$ cat src/rtl/gpio_mux_pkg.sv
// Package gpio_mux_pkg
// Shared constants and types for the GPIO controller: register addresses,
// control-bit positions, writable-bit masks and the per-pin function code.
// Assumes a 16-bit register bus and a 32-pin array split into two halves.
package gpio_mux_pkg;

    localparam int unsigned BUS_W    = 16;
    localparam int unsigned PIN_N    = 32;

    localparam logic [BUS_W-1:0] A_LO_DATA  = 16'hC01E;
    localparam logic [BUS_W-1:0] A_HI_DATA  = 16'hC024;
    localparam logic [BUS_W-1:0] A_CTRL     = 16'hC006;
    localparam logic [BUS_W-1:0] A_IRQ_EN   = 16'hC00E;
    localparam logic [BUS_W-1:0] A_IRQ_STAT = 16'hC010;
    localparam logic [BUS_W-1:0] A_PIN_LO   = 16'hC020;
    localparam logic [BUS_W-1:0] A_PIN_HI   = 16'hC022;

    localparam int unsigned CB_HS_EN  = 7;
    localparam int unsigned CB_SPI_EN = 5;
    localparam int unsigned CB_SS_EN  = 4;
    localparam int unsigned CB_POL    = 1;
    localparam int unsigned CB_IRQ_EN = 0;

    localparam logic [BUS_W-1:0] HI_MASK   = 16'hE1F8;
    localparam logic [BUS_W-1:0] CTRL_MASK = 16'h00B3;

    typedef enum logic [1:0] {
        FN_GPIO = 2'd0,
        FN_HS   = 2'd1,
        FN_SPI  = 2'd2,
        FN_SS   = 2'd3
    } pin_fn_e;

    typedef struct packed {
        logic hs_en;
        logic spi_en;
        logic ss_en;
        logic pol_rise;
        logic irq_en;
    } ctrl_t;

endpackage

$ cat src/rtl/gpio_mux_regs.sv
// Module gpio_mux_regs
// Register file and bus decode: the two output data registers, the control
// register and the interrupt-enable bit, plus the combinational read mux.
// It produces the W1C strobe for the pending flag held in gpio_mux_irq.
// Assumes single-cycle writes; read data follows bus_addr combinationally.
module gpio_mux_regs
    import gpio_mux_pkg::*;
#(
    parameter int unsigned DW = BUS_W,
    parameter int unsigned NP = PIN_N
) (
    input  logic          clk,
    input  logic          rst_n,
    input  logic [DW-1:0] bus_addr,
    input  logic          bus_wr,
    input  logic [DW-1:0] bus_wdata,
    output logic [DW-1:0] bus_rdata,
    input  logic [NP-1:0] pin_in,
    input  logic          pending,
    output logic [NP-1:0] gpio_data,
    output ctrl_t         ctrl,
    output logic          ie_gpio,
    output logic          clr_pending
);

    localparam int unsigned HALF = NP / 2;

    logic [DW-1:0] lo_q;
    logic [DW-1:0] hi_q;
    logic [DW-1:0] ctrl_q;
    logic          ie_q;

    logic wr_lo, wr_hi, wr_ctrl, wr_ie, wr_stat;

    // Address decode of the write strobe.
    always_comb begin
        wr_lo   = bus_wr && (bus_addr == A_LO_DATA);
        wr_hi   = bus_wr && (bus_addr == A_HI_DATA);
        wr_ctrl = bus_wr && (bus_addr == A_CTRL);
        wr_ie   = bus_wr && (bus_addr == A_IRQ_EN);
        wr_stat = bus_wr && (bus_addr == A_IRQ_STAT);
    end

    // Output data registers; the high one keeps only its writable bits.
    always_ff @(posedge clk) begin
        if (!rst_n) begin
            lo_q <= '0;
            hi_q <= '0;
        end else begin
            if (wr_lo) lo_q <= bus_wdata;
            if (wr_hi) hi_q <= bus_wdata & HI_MASK;
        end
    end

    // Control and interrupt-enable registers with reserved bits dropped.
    always_ff @(posedge clk) begin
        if (!rst_n) begin
            ctrl_q <= '0;
            ie_q   <= 1'b0;
        end else begin
            if (wr_ctrl) ctrl_q <= bus_wdata & CTRL_MASK;
            if (wr_ie)   ie_q   <= bus_wdata[0];
        end
    end

    // Read mux: stored values, status flag and raw pin levels.
    always_comb begin
        unique case (bus_addr)
            A_LO_DATA:  bus_rdata = lo_q;
            A_HI_DATA:  bus_rdata = hi_q;
            A_CTRL:     bus_rdata = ctrl_q;
            A_IRQ_EN:   bus_rdata = {{(DW-1){1'b0}}, ie_q};
            A_IRQ_STAT: bus_rdata = {{(DW-1){1'b0}}, pending};
            A_PIN_LO:   bus_rdata = pin_in[HALF-1:0];
            A_PIN_HI:   bus_rdata = pin_in[NP-1:HALF];
            default:    bus_rdata = '0;
        endcase
    end

    // Field extraction toward the mux and interrupt logic.
    always_comb begin
        gpio_data       = {hi_q, lo_q};
        ctrl.hs_en      = ctrl_q[CB_HS_EN];
        ctrl.spi_en     = ctrl_q[CB_SPI_EN];
        ctrl.ss_en      = ctrl_q[CB_SS_EN];
        ctrl.pol_rise   = ctrl_q[CB_POL];
        ctrl.irq_en     = ctrl_q[CB_IRQ_EN];
        ie_gpio         = ie_q;
        clr_pending     = wr_stat && bus_wdata[0];
    end

    p_lo_write_r2 : assert property (@(posedge clk) disable iff (!rst_n)
        (bus_wr && bus_addr == A_LO_DATA) |=> (lo_q == $past(bus_wdata)));

    p_hi_write_r3 : assert property (@(posedge clk) disable iff (!rst_n)
        (bus_wr && bus_addr == A_HI_DATA) |=> (hi_q == ($past(bus_wdata) & HI_MASK)));

    p_ctrl_reserved_r4 : assert property (@(posedge clk) disable iff (!rst_n)
        (bus_addr == A_CTRL) |-> ((bus_rdata & ~CTRL_MASK) == '0));

endmodule

$ cat src/rtl/gpio_mux_pinmux.sv
// Module gpio_mux_pinmux
// Per-pin output multiplexer. Each pin picks GPIO data, a high-speed serial
// line, a SPI line or the slave-select line, and reports a function code.
// Assumes the high-speed and SPI groups do not overlap; the slave-select pin
// may sit inside a group and then outranks it.
module gpio_mux_pinmux
    import gpio_mux_pkg::*;
#(
    parameter int unsigned NP      = PIN_N,
    parameter int unsigned GRP_W   = 4,
    parameter int unsigned HS_BASE = 12,
    parameter int unsigned SPI_BASE = 8,
    parameter int unsigned SS_PIN  = 15
) (
    input  logic            clk,
    input  logic            rst_n,
    input  logic [NP-1:0]   gpio_data,
    input  ctrl_t           ctrl,
    input  logic [GRP_W-1:0] hs_alt,
    input  logic [GRP_W-1:0] spi_alt,
    input  logic            spi_ss,
    output logic [NP-1:0]   pin_out,
    output logic [2*NP-1:0] pin_func
);

    for (genvar i = 0; i < NP; i++) begin : g_pin
        localparam bit IN_HS  = (i >= HS_BASE)  && (i < HS_BASE + GRP_W);
        localparam bit IN_SPI = (i >= SPI_BASE) && (i < SPI_BASE + GRP_W);
        localparam bit IS_SS  = (i == SS_PIN);

        logic    hs_bit, spi_bit, ss_bit;
        logic    val;
        pin_fn_e fn;

        if (IN_HS) begin : g_hs
            assign hs_bit = hs_alt[i - HS_BASE];
        end else begin : g_nohs
            assign hs_bit = 1'b0;
        end

        if (IN_SPI) begin : g_spi
            assign spi_bit = spi_alt[i - SPI_BASE];
        end else begin : g_nospi
            assign spi_bit = 1'b0;
        end

        if (IS_SS) begin : g_ss
            assign ss_bit = spi_ss;
        end else begin : g_noss
            assign ss_bit = 1'b0;
        end

        // Source selection for this pin, slave-select override first.
        always_comb begin
            fn  = FN_GPIO;
            val = gpio_data[i];
            if (IS_SS && ctrl.ss_en) begin
                fn  = FN_SS;
                val = ss_bit;
            end else if (IN_HS && ctrl.hs_en) begin
                fn  = FN_HS;
                val = hs_bit;
            end else if (IN_SPI && ctrl.spi_en) begin
                fn  = FN_SPI;
                val = spi_bit;
            end
        end

        assign pin_out[i]        = val;
        assign pin_func[2*i +: 2] = fn;
    end

    p_ss_priority_r7 : assert property (@(posedge clk) disable iff (!rst_n)
        ctrl.ss_en |-> (pin_out[SS_PIN] == spi_ss && pin_func[2*SS_PIN +: 2] == FN_SS));

    p_hs_route_r5 : assert property (@(posedge clk) disable iff (!rst_n)
        (ctrl.hs_en && !ctrl.ss_en) |-> (pin_out[HS_BASE +: GRP_W] == hs_alt));

    p_spi_route_r6 : assert property (@(posedge clk) disable iff (!rst_n)
        ctrl.spi_en |-> (pin_out[SPI_BASE +: GRP_W] == spi_alt));

endmodule

$ cat src/rtl/gpio_mux_irq.sv
// Module gpio_mux_irq
// Interrupt path: a synchroniser chain on the source pin, one edge register,
// polarity select, and a sticky pending flag cleared by a W1C strobe.
// Assumes SYNC_STAGES >= 2. A set and a clear on the same edge leave the
// flag set so that no edge is lost.
module gpio_mux_irq #(
    parameter int unsigned SYNC_STAGES = 2
) (
    input  logic clk,
    input  logic rst_n,
    input  logic src_pin,
    input  logic pol_rise,
    input  logic irq_en,
    input  logic ie_gpio,
    input  logic clr_pending,
    output logic pending,
    output logic irq
);

    localparam int unsigned LAST = SYNC_STAGES - 1;

    logic [SYNC_STAGES-1:0] sync_q;
    logic                   prev_q;
    logic                   pend_q;
    logic                   rise, fall, hit, arm, set_p;

    // Synchroniser chain and one-cycle delayed copy for edge detection.
    always_ff @(posedge clk) begin
        if (!rst_n) begin
            sync_q <= '0;
            prev_q <= 1'b0;
        end else begin
            sync_q <= {sync_q[SYNC_STAGES-2:0], src_pin};
            prev_q <= sync_q[LAST];
        end
    end

    // Edge qualification by polarity and both enables.
    always_comb begin
        rise  = sync_q[LAST] & ~prev_q;
        fall  = ~sync_q[LAST] & prev_q;
        hit   = pol_rise ? rise : fall;
        arm   = irq_en & ie_gpio;
        set_p = hit & arm;
    end

    // Sticky pending flag; a coinciding set overrides the clear.
    always_ff @(posedge clk) begin
        if (!rst_n) begin
            pend_q <= 1'b0;
        end else if (set_p) begin
            pend_q <= 1'b1;
        end else if (clr_pending) begin
            pend_q <= 1'b0;
        end
    end

    assign pending = pend_q;
    assign irq     = pend_q & arm;

    p_set_wins_r10 : assert property (@(posedge clk) disable iff (!rst_n)
        (set_p && clr_pending) |=> pend_q);

    p_irq_gated_r9 : assert property (@(posedge clk) disable iff (!rst_n)
        irq |-> (irq_en && ie_gpio && pend_q));

    p_pending_hold_r9 : assert property (@(posedge clk) disable iff (!rst_n)
        (!set_p && !clr_pending) |=> $stable(pend_q));

    p_no_set_disarmed_r8 : assert property (@(posedge clk) disable iff (!rst_n)
        !arm |=> !$rose(pend_q));

endmodule

$ cat src/rtl/gpio_mux_ctrl.sv
// Module gpio_mux_ctrl (top)
// GPIO controller with alternate-function routing and one edge interrupt.
// Joins the register file, the per-pin mux and the interrupt path.
// Assumes a 32-pin array and a 16-bit register bus; IRQ_PIN picks the
// interrupt source pin.
module gpio_mux_ctrl
    import gpio_mux_pkg::*;
#(
    parameter int unsigned IRQ_PIN     = 0,
    parameter int unsigned SYNC_STAGES = 2,
    parameter int unsigned GRP_W       = 4
) (
    input  logic               clk,
    input  logic               rst_n,
    input  logic [BUS_W-1:0]   bus_addr,
    input  logic               bus_wr,
    input  logic [BUS_W-1:0]   bus_wdata,
    output logic [BUS_W-1:0]   bus_rdata,
    input  logic [PIN_N-1:0]   pin_in,
    input  logic [GRP_W-1:0]   hs_alt_out,
    input  logic [GRP_W-1:0]   spi_alt_out,
    input  logic               spi_ss_out,
    output logic [PIN_N-1:0]   pin_out,
    output logic [2*PIN_N-1:0] pin_func,
    output logic               irq0
);

    logic [PIN_N-1:0] gpio_data;
    ctrl_t            ctrl;
    logic             ie_gpio;
    logic             clr_pending;
    logic             pending;

    gpio_mux_regs #(
        .DW (BUS_W),
        .NP (PIN_N)
    ) u_regs (
        .clk         (clk),
        .rst_n       (rst_n),
        .bus_addr    (bus_addr),
        .bus_wr      (bus_wr),
        .bus_wdata   (bus_wdata),
        .bus_rdata   (bus_rdata),
        .pin_in      (pin_in),
        .pending     (pending),
        .gpio_data   (gpio_data),
        .ctrl        (ctrl),
        .ie_gpio     (ie_gpio),
        .clr_pending (clr_pending)
    );

    gpio_mux_pinmux #(
        .NP       (PIN_N),
        .GRP_W    (GRP_W),
        .HS_BASE  (12),
        .SPI_BASE (8),
        .SS_PIN   (15)
    ) u_pinmux (
        .clk       (clk),
        .rst_n     (rst_n),
        .gpio_data (gpio_data),
        .ctrl      (ctrl),
        .hs_alt    (hs_alt_out),
        .spi_alt   (spi_alt_out),
        .spi_ss    (spi_ss_out),
        .pin_out   (pin_out),
        .pin_func  (pin_func)
    );

    gpio_mux_irq #(
        .SYNC_STAGES (SYNC_STAGES)
    ) u_irq (
        .clk         (clk),
        .rst_n       (rst_n),
        .src_pin     (pin_in[IRQ_PIN]),
        .pol_rise    (ctrl.pol_rise),
        .irq_en      (ctrl.irq_en),
        .ie_gpio     (ie_gpio),
        .clr_pending (clr_pending),
        .pending     (pending),
        .irq         (irq0)
    );

    p_unmapped_low_r4 : assert property (@(posedge clk) disable iff (!rst_n)
        (pin_out[28:25] == 4'd0) && (pin_out[18:16] == 3'd0));

endmodule

$ cat config.mk
export PLATFORM = sky130hd
export DESIGN_NAME = gpio_mux_ctrl
export DESIGN_NICKNAME = d
export VERILOG_FILES = /design/src/rtl/gpio_mux_pkg.sv /design/src/rtl/gpio_mux_regs.sv /design/src/rtl/gpio_mux_pinmux.sv /design/src/rtl/gpio_mux_irq.sv /design/src/rtl/gpio_mux_ctrl.sv
export SDC_FILE = /design/constraint.sdc
export NUM_CORES = 1
export LEC_CHECK = 0
export ABC_CLOCK_PERIOD_IN_PS = 4000
export BUFFER_PORTS_ARGS = -buffer_cell sky130_fd_sc_hd__buf_4
export CORE_UTILIZATION = 42
export CTS_CLUSTER_SIZE = 30
export DETAILED_ROUTE_END_ITERATION = 10
export PLACE_DENSITY = 0.82
export SYNTH_ARGS = -nofsm -noshare
export SYNTH_HDL_FRONTEND = slang
export SYNTH_SLANG_ARGS = --single-unit
$ cat constraint.sdc
create_clock -name clk -period 4 [get_ports clk]
set_input_delay 0.8 -clock clk [delete_from_list [all_inputs] [get_ports clk]]
set_output_delay 0.8 -clock clk [all_outputs]
set_load 0.01 [all_outputs]
# After elaboration in Yosys (flattened, before gate mapping)
# Index checks and enable logic that the tools add are counted.
# word_totals
regBits	35
output_inout_bits	113
# op_classes
n_eq_ne	7
muxes	16
bitwise_logic	7
n_reduce_logical	7
# ops
cell	count
== test 16 bit, second input constant	7
case mux 16 bit (7 select lines)	1
two-way mux 1 bit	13
logical AND 1 bit	6
bitwise AND 1 bit	5
two-way mux 2 bit	2
inverter 1 bit	2
nonzero test 2 bit	1

# Depth between registers and ports, before layout
# Gate-level depths: netlist of run 1.
# depth
ltp_word	5
depth_mapped	6
ltp_nobuf	4

# Hierarchy
# From an unflattened synthesis of run 1, not the netlist that was laid out.
# hier_totals
cells_unflattened	355
area_unflattened_um2	2842.7
# by_module_without_submodules
mod	instances	cells_per_inst	area_per_inst_um2
gpio_mux_regs	1	234	1881.8
gpio_mux_pinmux	1	107	820.8
gpio_mux_irq	1	14	140.1

# Worst setup path before layout of run 1
# Ideal clock, no wire load.
# synth_timing
path_kind	input port to output port
startpoint	in bus_addr[7]
endpoint	out bus_rdata[6]
arrival_ns	2.284
path_slack_ns	0.916
cell_stages	5
path_buffers	1
path_cell_list	or4_4 nor4_4 buf_2 a32o_1 a221o_1
# synth_between
elab_chain_cells	2
# synth_rtl
element	line_no	text
from (decl)	gpio_mux_ctrl.sv:15	input logic [BUS_W-1:0] bus_addr,
== test 16 bit	gpio_mux_regs.sv:68	unique case (bus_addr)
case mux 16 bit (7 select lines) (*)	gpio_mux_regs.sv:68	
to (decl)	gpio_mux_ctrl.sv:18	output logic [BUS_W-1:0] bus_rdata,
# Every way passes the cells marked *; elsewhere a longest branch is shown, timed or not.

# Final worst setup path of run 1
# layout_timing
startpoint	in bus_addr[9]
endpoint	out bus_rdata[5]
# The elaborated chain is that of the path after synthesis.

==> results.cfg, run 1 <==
[run_status]
outcome = finished clean

[timing]
rsz0062_at_grt = no
hold_viol = 0
relSlewSlack = 0.542
layout_min_cycle_time_ns = 3.52
tns_ns = 0
drv_slew = 0
skew_ns = 0.000524
worst_slew_pin_slew_ns = 0.685
setup_viol = 0
fin_crit_sh = 0.879
whs_ns = 0.434
clock.fmax_mhz = 284

[pwr]
power_leakage_nw = 1.70
combPwrFrac = 0.178
p_sw_frac = 0.255
power_switching_mw = 0.179
internal-power_mw = 0.524
ir_worst_vdd_v = 0.0000934
power.density_nw_per_um2 = 207
seqPwrFrac = 0.498
clockPowerShare = 0.324

[synth]
synth_ff_type = dfxtp_1
synthTopCellsByCount = buf_4, nand2_1, mux2i_1
synth-edff-count = 0
synth_top_family_by_area = buffers and inverters
yosysMostFrequentCell = buf_4
synth_compound_area_frac = 0.104
synth_warnings = 0
yosys.area.top_type_share = 0.253
postSynth.asyncResetShare = 0
synth_mux_area_frac = 0.159
synthXorXnorAreaFrac = 0
synthAdderAreaFrac = 0
synthSimpleGateAreaFrac = 0.208
synth-seq-cells = 35
synth_area_um2 = 2770
syn_inst = 333
synth.distinct_cells = 41
synth.largest_area_cell = dfxtp_1
synthTopCellsByArea = dfxtp_1, buf_4, mux2i_1
synth.avg_cell_area_um2 = 8.32
synth_seq_area_share = 0.253

[clock_network]
insertion_delay_ns = 0.27
post_cts_buffers = 0
ctsResizeCount = 0
numCtsBuffers = 5
cts_root_buf = clkbuf_8
ctsHoldBuffers = 0
htree_levels = 2
cts_tree = yes
clockBufferDepth = 2
clock-sinks = 35
clk_pin_slew_ns = 0.07

[layout]
synthToLayoutAreaGrowth_pct = 22.3
final_nets = 500
drive_gt1_frac = 0.352
antenna_cells = 0

[setup_path]
path_cells = buf_4, nor4_1, nand3_1, nor3b_1, a221o_1, buf_4
crit_path_end_kind = output pin
cp_top_family = simple AND/OR/NAND/NOR gates
start_kind = input pin
cp_common_cell = buf_4
cp_max_fo = 6
required_ns = 3.20
worstPathArrival_ns = 2.72
crit_buf_inv = 2
cpPeakStageDelay_ns = 0.57
path_class = input pin to output pin
worst_path_max_delay_cell = nor4_1

[die]
coreArea_um2 = 6350
die_h_um = 83.2
die_area_um2 = 6920
io_pins = 189
rows = 29
die_w_um = 83.2
start_util = 0.436

[route]
wl_um = 7030
dr.pass1.iters = 4
via_per_inst = 4.98
drc = 0
num_vias = 2491
postRouteAntennaNets = 0
drt-initial-drc-count = 112
routedWlPerCell_um = 14.1

[hold_path]
hold_path_class = register to register

[global_routing]
grt_use_total = 0.197
antenna_found_initial = 0
gr-total-overflow = 0
grt_max_degree = 53
grt_pass1_vias = 2203
grt_first_pass_wirelength_um = 10900

[place]
hpwlAfterDp_um = 5540
gp_routability_congestion = 0.818
portBuffers = 126

[job]
maxCapViolations = 0
-- metrics by stage --
stage / util / area, um2 / total power, mW / instances / worst slack (ns)
finish: 0.533 / 3390 / 0.702 / 500 / 0.483
global route: 0.533 / 3390 / 0.739 / 500 / 0.331
CTS: 0.533 / 3390 / 0.711 / 500 / 0.473
detailed placement: 0.522 / 3310 / 0.482 / 494 / 0.487
global placement: 0.522 / 3310 / 0.480 / 494 / 0.514
floorplan: - / 3000 / 0.457 / 394 / 0.916
-- final cells by class --
class                           instances  area (um2)
Clock buffer                            6        72.6
Fill cell                             630        2960
Inverter                                2        7.51
Multi-Input combinational cell        251        1540
Sequential cell                        35         701
Tap cell                               77        96.3
Timing Repair Buffer                  129         968
-- power by group through the flow --
stage / Clock [mW] / Combinational (mW) / Sequential, mW
final: 0.227 / 0.125 / 0.350
after global routing: 0.253 / 0.136 / 0.350
after CTS: 0.237 / 0.124 / 0.350
after detailed placement: 0 / 0.124 / 0.358
after global placement: 0 / 0.122 / 0.358
after floorplan: 0 / 0.0996 / 0.358
-- flip-flops by register name (all words and copies together) (netlist names) --
register	flops
u_regs.hi_q	9
u_regs.ctrl_q	5
u_irq.prev_q	1
u_irq.sync_q	2
u_regs.lo_q	16
u_irq.pending	1
u_regs.ie_gpio	1
-- cell families (layout without fill, tap and decap cells) --
kind of cell,Yosys count,in the layout
AOI/OAI and AO/OA,36,36
buffers and inverters,108,137
DFF,35,35
muxes,43,43
other,1,62
and+or+nand+nor,110,110
-- final timing paths --
path	startpoint	endpoint	slack, ns	depth (start not counted)
hold / removal	u_irq.sync_q[0]$_SDFF_PN0_	u_irq.sync_q[1]$_SDFF_PN0_	0.43	1
setup reg to reg	u_regs.ctrl_q[7]$_SDFFE_PN0P_	u_regs.ctrl_q[7]$_SDFFE_PN0P_	3.14	2
hold reg to reg	u_irq.sync_q[0]$_SDFF_PN0_	u_irq.sync_q[1]$_SDFF_PN0_	0.43	1
setup / recovery	bus_addr[9]	bus_rdata[5]	0.48	6
-- cell usage in the layout, fill, tap and decap left out, types with 2 or more instances in the layout --
cell       instances
conb_1            62
a221o_1            7
nor3_1             2
dfxtp_1           35
o21ai_0            6
a32oi_1            2
or4_4              2
nand4b_1           2
o2bb2ai_1          4
nand3_1            5
clkbuf_8           5
o211ai_1           2
nor3b_1            4
nor2_1             7
nand2_1           58
nand4_1            4
nor4_1             3
mux2_2             7
mux2i_1           36
inv_1              2
a22oi_1            5
buf_4            129
and3_1             7
and2_1             5
and4_1             2
o311ai_0           2
a32o_1             4
-- per-layer routing --
metal	routed length [um]	GRT usage	vias to the layer above
met5	0	0	-
met4	15	0.0361	0
met3	466	0.0537	2
met2	3560	0.346	115
met1	3000	0.243	1176
li1	-	-	1198
(Power assumes the default switching activity.)
==> run 2, diff against run 1 <==
--- a/config.mk
+++ b/config.mk
@@ -11,6 +11,7 @@
 export CTS_CLUSTER_SIZE = 30
 export DETAILED_ROUTE_END_ITERATION = 10
 export PLACE_DENSITY = 0.82
+export RECOVER_POWER = 100
 export SYNTH_ARGS = -nofsm -noshare
 export SYNTH_HDL_FRONTEND = slang
 export SYNTH_SLANG_ARGS = --single-unit
==> results.cfg, run 2 (synthesis gave the netlist of run 1 again) <==
[setup_path]
crit_path_end_kind = output pin
crit_buf_inv = 2
worstPathArrival_ns = 2.77
path_cells = buf_4, nor4_1, and4_1, and2_0, a221o_1, clkbuf_1
cp_max_fo = 13
cp_top_family = simple AND/OR/NAND/NOR gates
path_class = input pin to output pin
required_ns = 3.20
cpPeakStageDelay_ns = 0.64
start_kind = input pin
worst_path_max_delay_cell = and4_1

[timing]
relSlewSlack = -0.357
setup_viol = 0
fin_crit_sh = 0.893
worst_slew_pin_slew_ns = 2.04
hold_viol = 0
drv_slew = 53
layout_min_cycle_time_ns = 3.57
tns_ns = 0
clock.fmax_mhz = 280
skew_ns = 0.000671
rsz0062_at_grt = no

[global_routing]
grt_max_degree = 53
grt_first_pass_wirelength_um = 10900
grt_pass1_vias = 2203
gr-total-overflow = 0
antenna_found_initial = 0
grt_use_total = 0.197

[place]
placed_area_um2 = 3310
portBuffers = 126
hpwlAfterDp_um = 5540
gp_routability_congestion = 0.818

[pwr]
combPwrFrac = 0.178
power.density_nw_per_um2 = 220
ir_worst_vdd_v = 0.0000933
p_sw_frac = 0.254
power_leakage_nw = 1.48
seqPwrFrac = 0.499
power_switching_mw = 0.179
internal-power_mw = 0.523
clockPowerShare = 0.323

[layout]
seq_area_um2 = 701
top_register = u_regs.lo_q
reg_top3 = u_regs.lo_q: 16 flops, u_regs.hi_q: 9 flops, u_regs.ctrl_q: 5 flops
synthToLayoutAreaGrowth_pct = 15.4
fill_cells = 688
layout_commonest_cell = buf_4
final_nets = 500
drive_gt1_frac = 0.232
final_cell_mix = buf_4, conb_1, nand2_1, clkbuf_1, mux2i_1
largest_reg_flops = 16
fin_area_um2 = 3200
multi_input_comb_area_um2 = 1540
antenna_cells = 0

[route]
postRouteAntennaNets = 0
drc = 0
wl_um = 7020
routedWlPerCell_um = 14.0
drt-initial-drc-count = 118
dr.pass1.iters = 4
num_vias = 2448
via_per_inst = 4.90

[die]
io_pins = 189
die_h_um = 83.2
rows = 29
die_area_um2 = 6920
die_w_um = 83.2
start_util = 0.436
coreArea_um2 = 6350

[clock_network]
insertion_delay_ns = 0.27
clk_pin_slew_ns = 0.07
ctsHoldBuffers = 0
numCtsBuffers = 5
cts_tree = yes
clock-sinks = 35
post_cts_buffers = 0
clockBufferDepth = 2
ctsResizeCount = 0
htree_levels = 2
cts_root_buf = clkbuf_8

[hold_path]
hold_path_class = register to register

[job]
maxCapViolations = 1

[run_status]
violations = capacitance limit, slew limit
outcome = complete, but fails checks
[run 2: cell types whose count changed in the layout (fill, tap and decap cells not counted)]
| cell | change |
|---|---|
| clkbuf_1 | +51 |
| buf_4 | -51 |
| and2_0 | +2 |
| and2_1 | -2 |
| o21ai_1 | -1 |
| o21ai_0 | +1 |
[run 2: layer usage]
metal / share of wire / routed length (um) / GRT usage / vias up
li1: - / - / - / 1193
met1: 0.43 / 3020 / 0.243 / 1138
met2: 0.50 / 3500 / 0.346 / 115
met3: 0.070 / 492 / 0.0537 / 2
met4: 0.0021 / 15 / 0.0361 / 0
met5: 0 / 0 / 0 / -
[run 2: final timing paths]
kind	start	endpoint	slack [ns]	depth (start not counted)
setup / recovery	bus_addr[9]	bus_rdata[13]	0.43	6
hold reg to reg	u_irq.sync_q[0]$_SDFF_PN0_	u_irq.sync_q[1]$_SDFF_PN0_	0.44	1
setup reg to reg	u_regs.ctrl_q[7]$_SDFFE_PN0P_	u_regs.ctrl_q[7]$_SDFFE_PN0P_	3.10	2
hold / removal	u_irq.sync_q[0]$_SDFF_PN0_	u_irq.sync_q[1]$_SDFF_PN0_	0.44	1
[run 2: layout make-up]
cell class              instances  share of cell area
multi-input cells             251               0.482
repair buffers                129               0.243
flip-flops and latches         35               0.219
well taps                      77              0.0301
clock buffers                   6              0.0227
inverters                       2             0.00235
[run 2: power by group through the flow]
| stage | registers, mW | logic, mW | clock network, mW |
|---|---|---|---|
| floorplan | 0.358 | 0.0996 | 0 |
| global placement | 0.358 | 0.122 | 0 |
| detailed placement | 0.358 | 0.124 | 0 |
| CTS | 0.350 | 0.124 | 0.237 |
| global route | 0.350 | 0.136 | 0.253 |
| finish | 0.350 | 0.125 | 0.227 |
[run 2: per-stage QoR]
step	power [mW]	utilization	cells	worst slack, ns	hold WS (ns)
finish	0.702	0.503	500	0.427	0.435
global route	0.739	0.503	500	0.246	0.489
CTS	0.711	0.533	500	0.473	0.437
detailed placement	0.482	0.522	494	0.487	0.421
global placement	0.480	0.522	494	0.514	0.414
floorplan	0.457	-	394	0.916	0.412
==> run 3, diff against run 2 <==
--- a/config.mk
+++ b/config.mk
@@ -7,6 +7,7 @@
 export LEC_CHECK = 0
 export ABC_CLOCK_PERIOD_IN_PS = 4000
 export BUFFER_PORTS_ARGS = -buffer_cell sky130_fd_sc_hd__buf_4
+export CORE_ASPECT_RATIO = 1.1
 export CORE_UTILIZATION = 42
 export CTS_CLUSTER_SIZE = 30
 export DETAILED_ROUTE_END_ITERATION = 10
==> results.cfg, run 3 (synthesis gave the netlist of run 1 again) <==
[run_status]
outcome = complete, but fails checks
violations = capacitance limit, slew limit

[clock_network]
clk_pin_slew_ns = 0.07
numCtsBuffers = 5
insertion_delay_ns = 0.28
clock-sinks = 35
post_cts_buffers = 0
clockBufferDepth = 2
htree_levels = 2
cts_tree = yes
ctsResizeCount = 0
ctsHoldBuffers = 0
cts_root_buf = clkbuf_8

[die]
coreArea_um2 = 6270
die_h_um = 87.2
io_pins = 189
start_util = 0.442
die_w_um = 79.4
rows = 30
die_area_um2 = 6920

[setup_path]
cp_max_fo = 13
worstPathArrival_ns = 2.83
r2r_cells = 2
crit_path_end_kind = output pin
start_kind = input pin
required_ns = 3.20
path_class = input pin to output pin

[layout]
top_register = u_regs.lo_q
finalNonFillerCells = 506
drive_gt1_frac = 0.239
fill_cells = 671
antenna_cells = 0
multi_input_comb_area_um2 = 1540
layout_commonest_cell = buf_4
fin_area_um2 = 3230
final_cell_mix = buf_4, conb_1, nand2_1, clkbuf_1, mux2i_1
synthToLayoutAreaGrowth_pct = 16.6
final_nets = 502
reg_top3 = u_regs.lo_q: 16 flops, u_regs.hi_q: 9 flops, u_regs.ctrl_q: 5 flops
largest_reg_flops = 16
seq_area_um2 = 701

[global_routing]
grt_pass1_vias = 2181
grt_max_degree = 53
grt_first_pass_wirelength_um = 11000
gr-total-overflow = 0
antenna_found_initial = 0
grt_use_total = 0.209

[timing]
skew_ns = 0.00216
hold_viol = 0
layout_min_cycle_time_ns = 3.63
setup_viol = 0
clock.fmax_mhz = 275
worst_slew_pin_slew_ns = 2.08
relSlewSlack = -0.389
rsz0062_at_grt = no
tns_ns = 0
fin_crit_sh = 0.908
drv_slew = 53

[pwr]
ir_worst_vdd_v = 0.000132
power_mw = 0.735
power.density_nw_per_um2 = 228
power_leakage_nw = 1.50

[place]
dp.cells = 499
hpwlAfterDp_um = 5760
gp_routability_congestion = 0.833
placed_area_um2 = 3330
portBuffers = 126

[job]
maxCapViolations = 1

[route]
dr.pass1.iters = 7
drt-initial-drc-count = 99
via_per_inst = 4.87
num_vias = 2463
wl_um = 7320
drc = 0
postRouteAntennaNets = 0
routedWlPerCell_um = 14.5

[hold_path]
hold_path_class = register to register
hold_depth = 1
-- run 3: changes by cell type in the layout (fill, tap and decap cells not counted) --
cell / before / now
clkinv_2: 0 / 1
clkbuf_1: 52 / 51
and2_1: 3 / 2
clkbuf_8: 5 / 6
buf_4: 78 / 80
and2_0: 2 / 3
-- run 3: area by class of cell --
cell class / count / area share
timing repair buffer: 131 / 0.245
clock buffer: 6 / 0.0256
multi-input combinational: 251 / 0.477
inverter: 2 / 0.00232
clock inverter: 1 / 0.00155
tap: 80 / 0.0310
sequential: 35 / 0.217
-- run 3: stage by stage --
step                hold slack (ns)  setup slack [ns]  utilization
finish                        0.445             0.368        0.515
global route                  0.473             0.142        0.515
CTS                           0.448             0.436        0.546
detailed placement            0.423             0.448        0.532
global placement              0.416             0.535        0.532
floorplan                     0.412             0.916            -
-- run 3: power by group --
part           internal, mW  total, mW  switching [mW]
clock                 0.135      0.259           0.124
combinational        0.0587      0.126          0.0674
sequential            0.349      0.350        0.000455
-- run 3: routing by layer --
layer | up-vias | GRT usage | part of all wire
li1 | 1196 | - | -
met1 | 1132 | 0.243 | 0.41
met2 | 127 | 0.376 | 0.52
met3 | 8 | 0.0492 | 0.066
met4 | 0 | 0.0612 | 0.010
met5 | - | 0 | 0
-- run 3: worst max-delay path: stages --
cell      delay (ns)
buf_4           0.11
nor4_1          0.60
and4_1          0.64
and2_0          0.33
a221o_1         0.19
clkbuf_1        0.16
-- run 3: path summary, 6_finish.rpt --
check	from	slack [ns]	end
worst max-delay path	bus_addr[9]	0.37	bus_rdata[14]
worst min-delay path	u_irq.sync_q[0]$_SDFF_PN0_	0.44	u_irq.sync_q[1]$_SDFF_PN0_
worst max register to register	u_regs.ctrl_q[7]$_SDFFE_PN0P_	3.03	u_regs.ctrl_q[7]$_SDFFE_PN0P_
worst min register to register	u_irq.sync_q[0]$_SDFF_PN0_	0.44	u_irq.sync_q[1]$_SDFF_PN0_
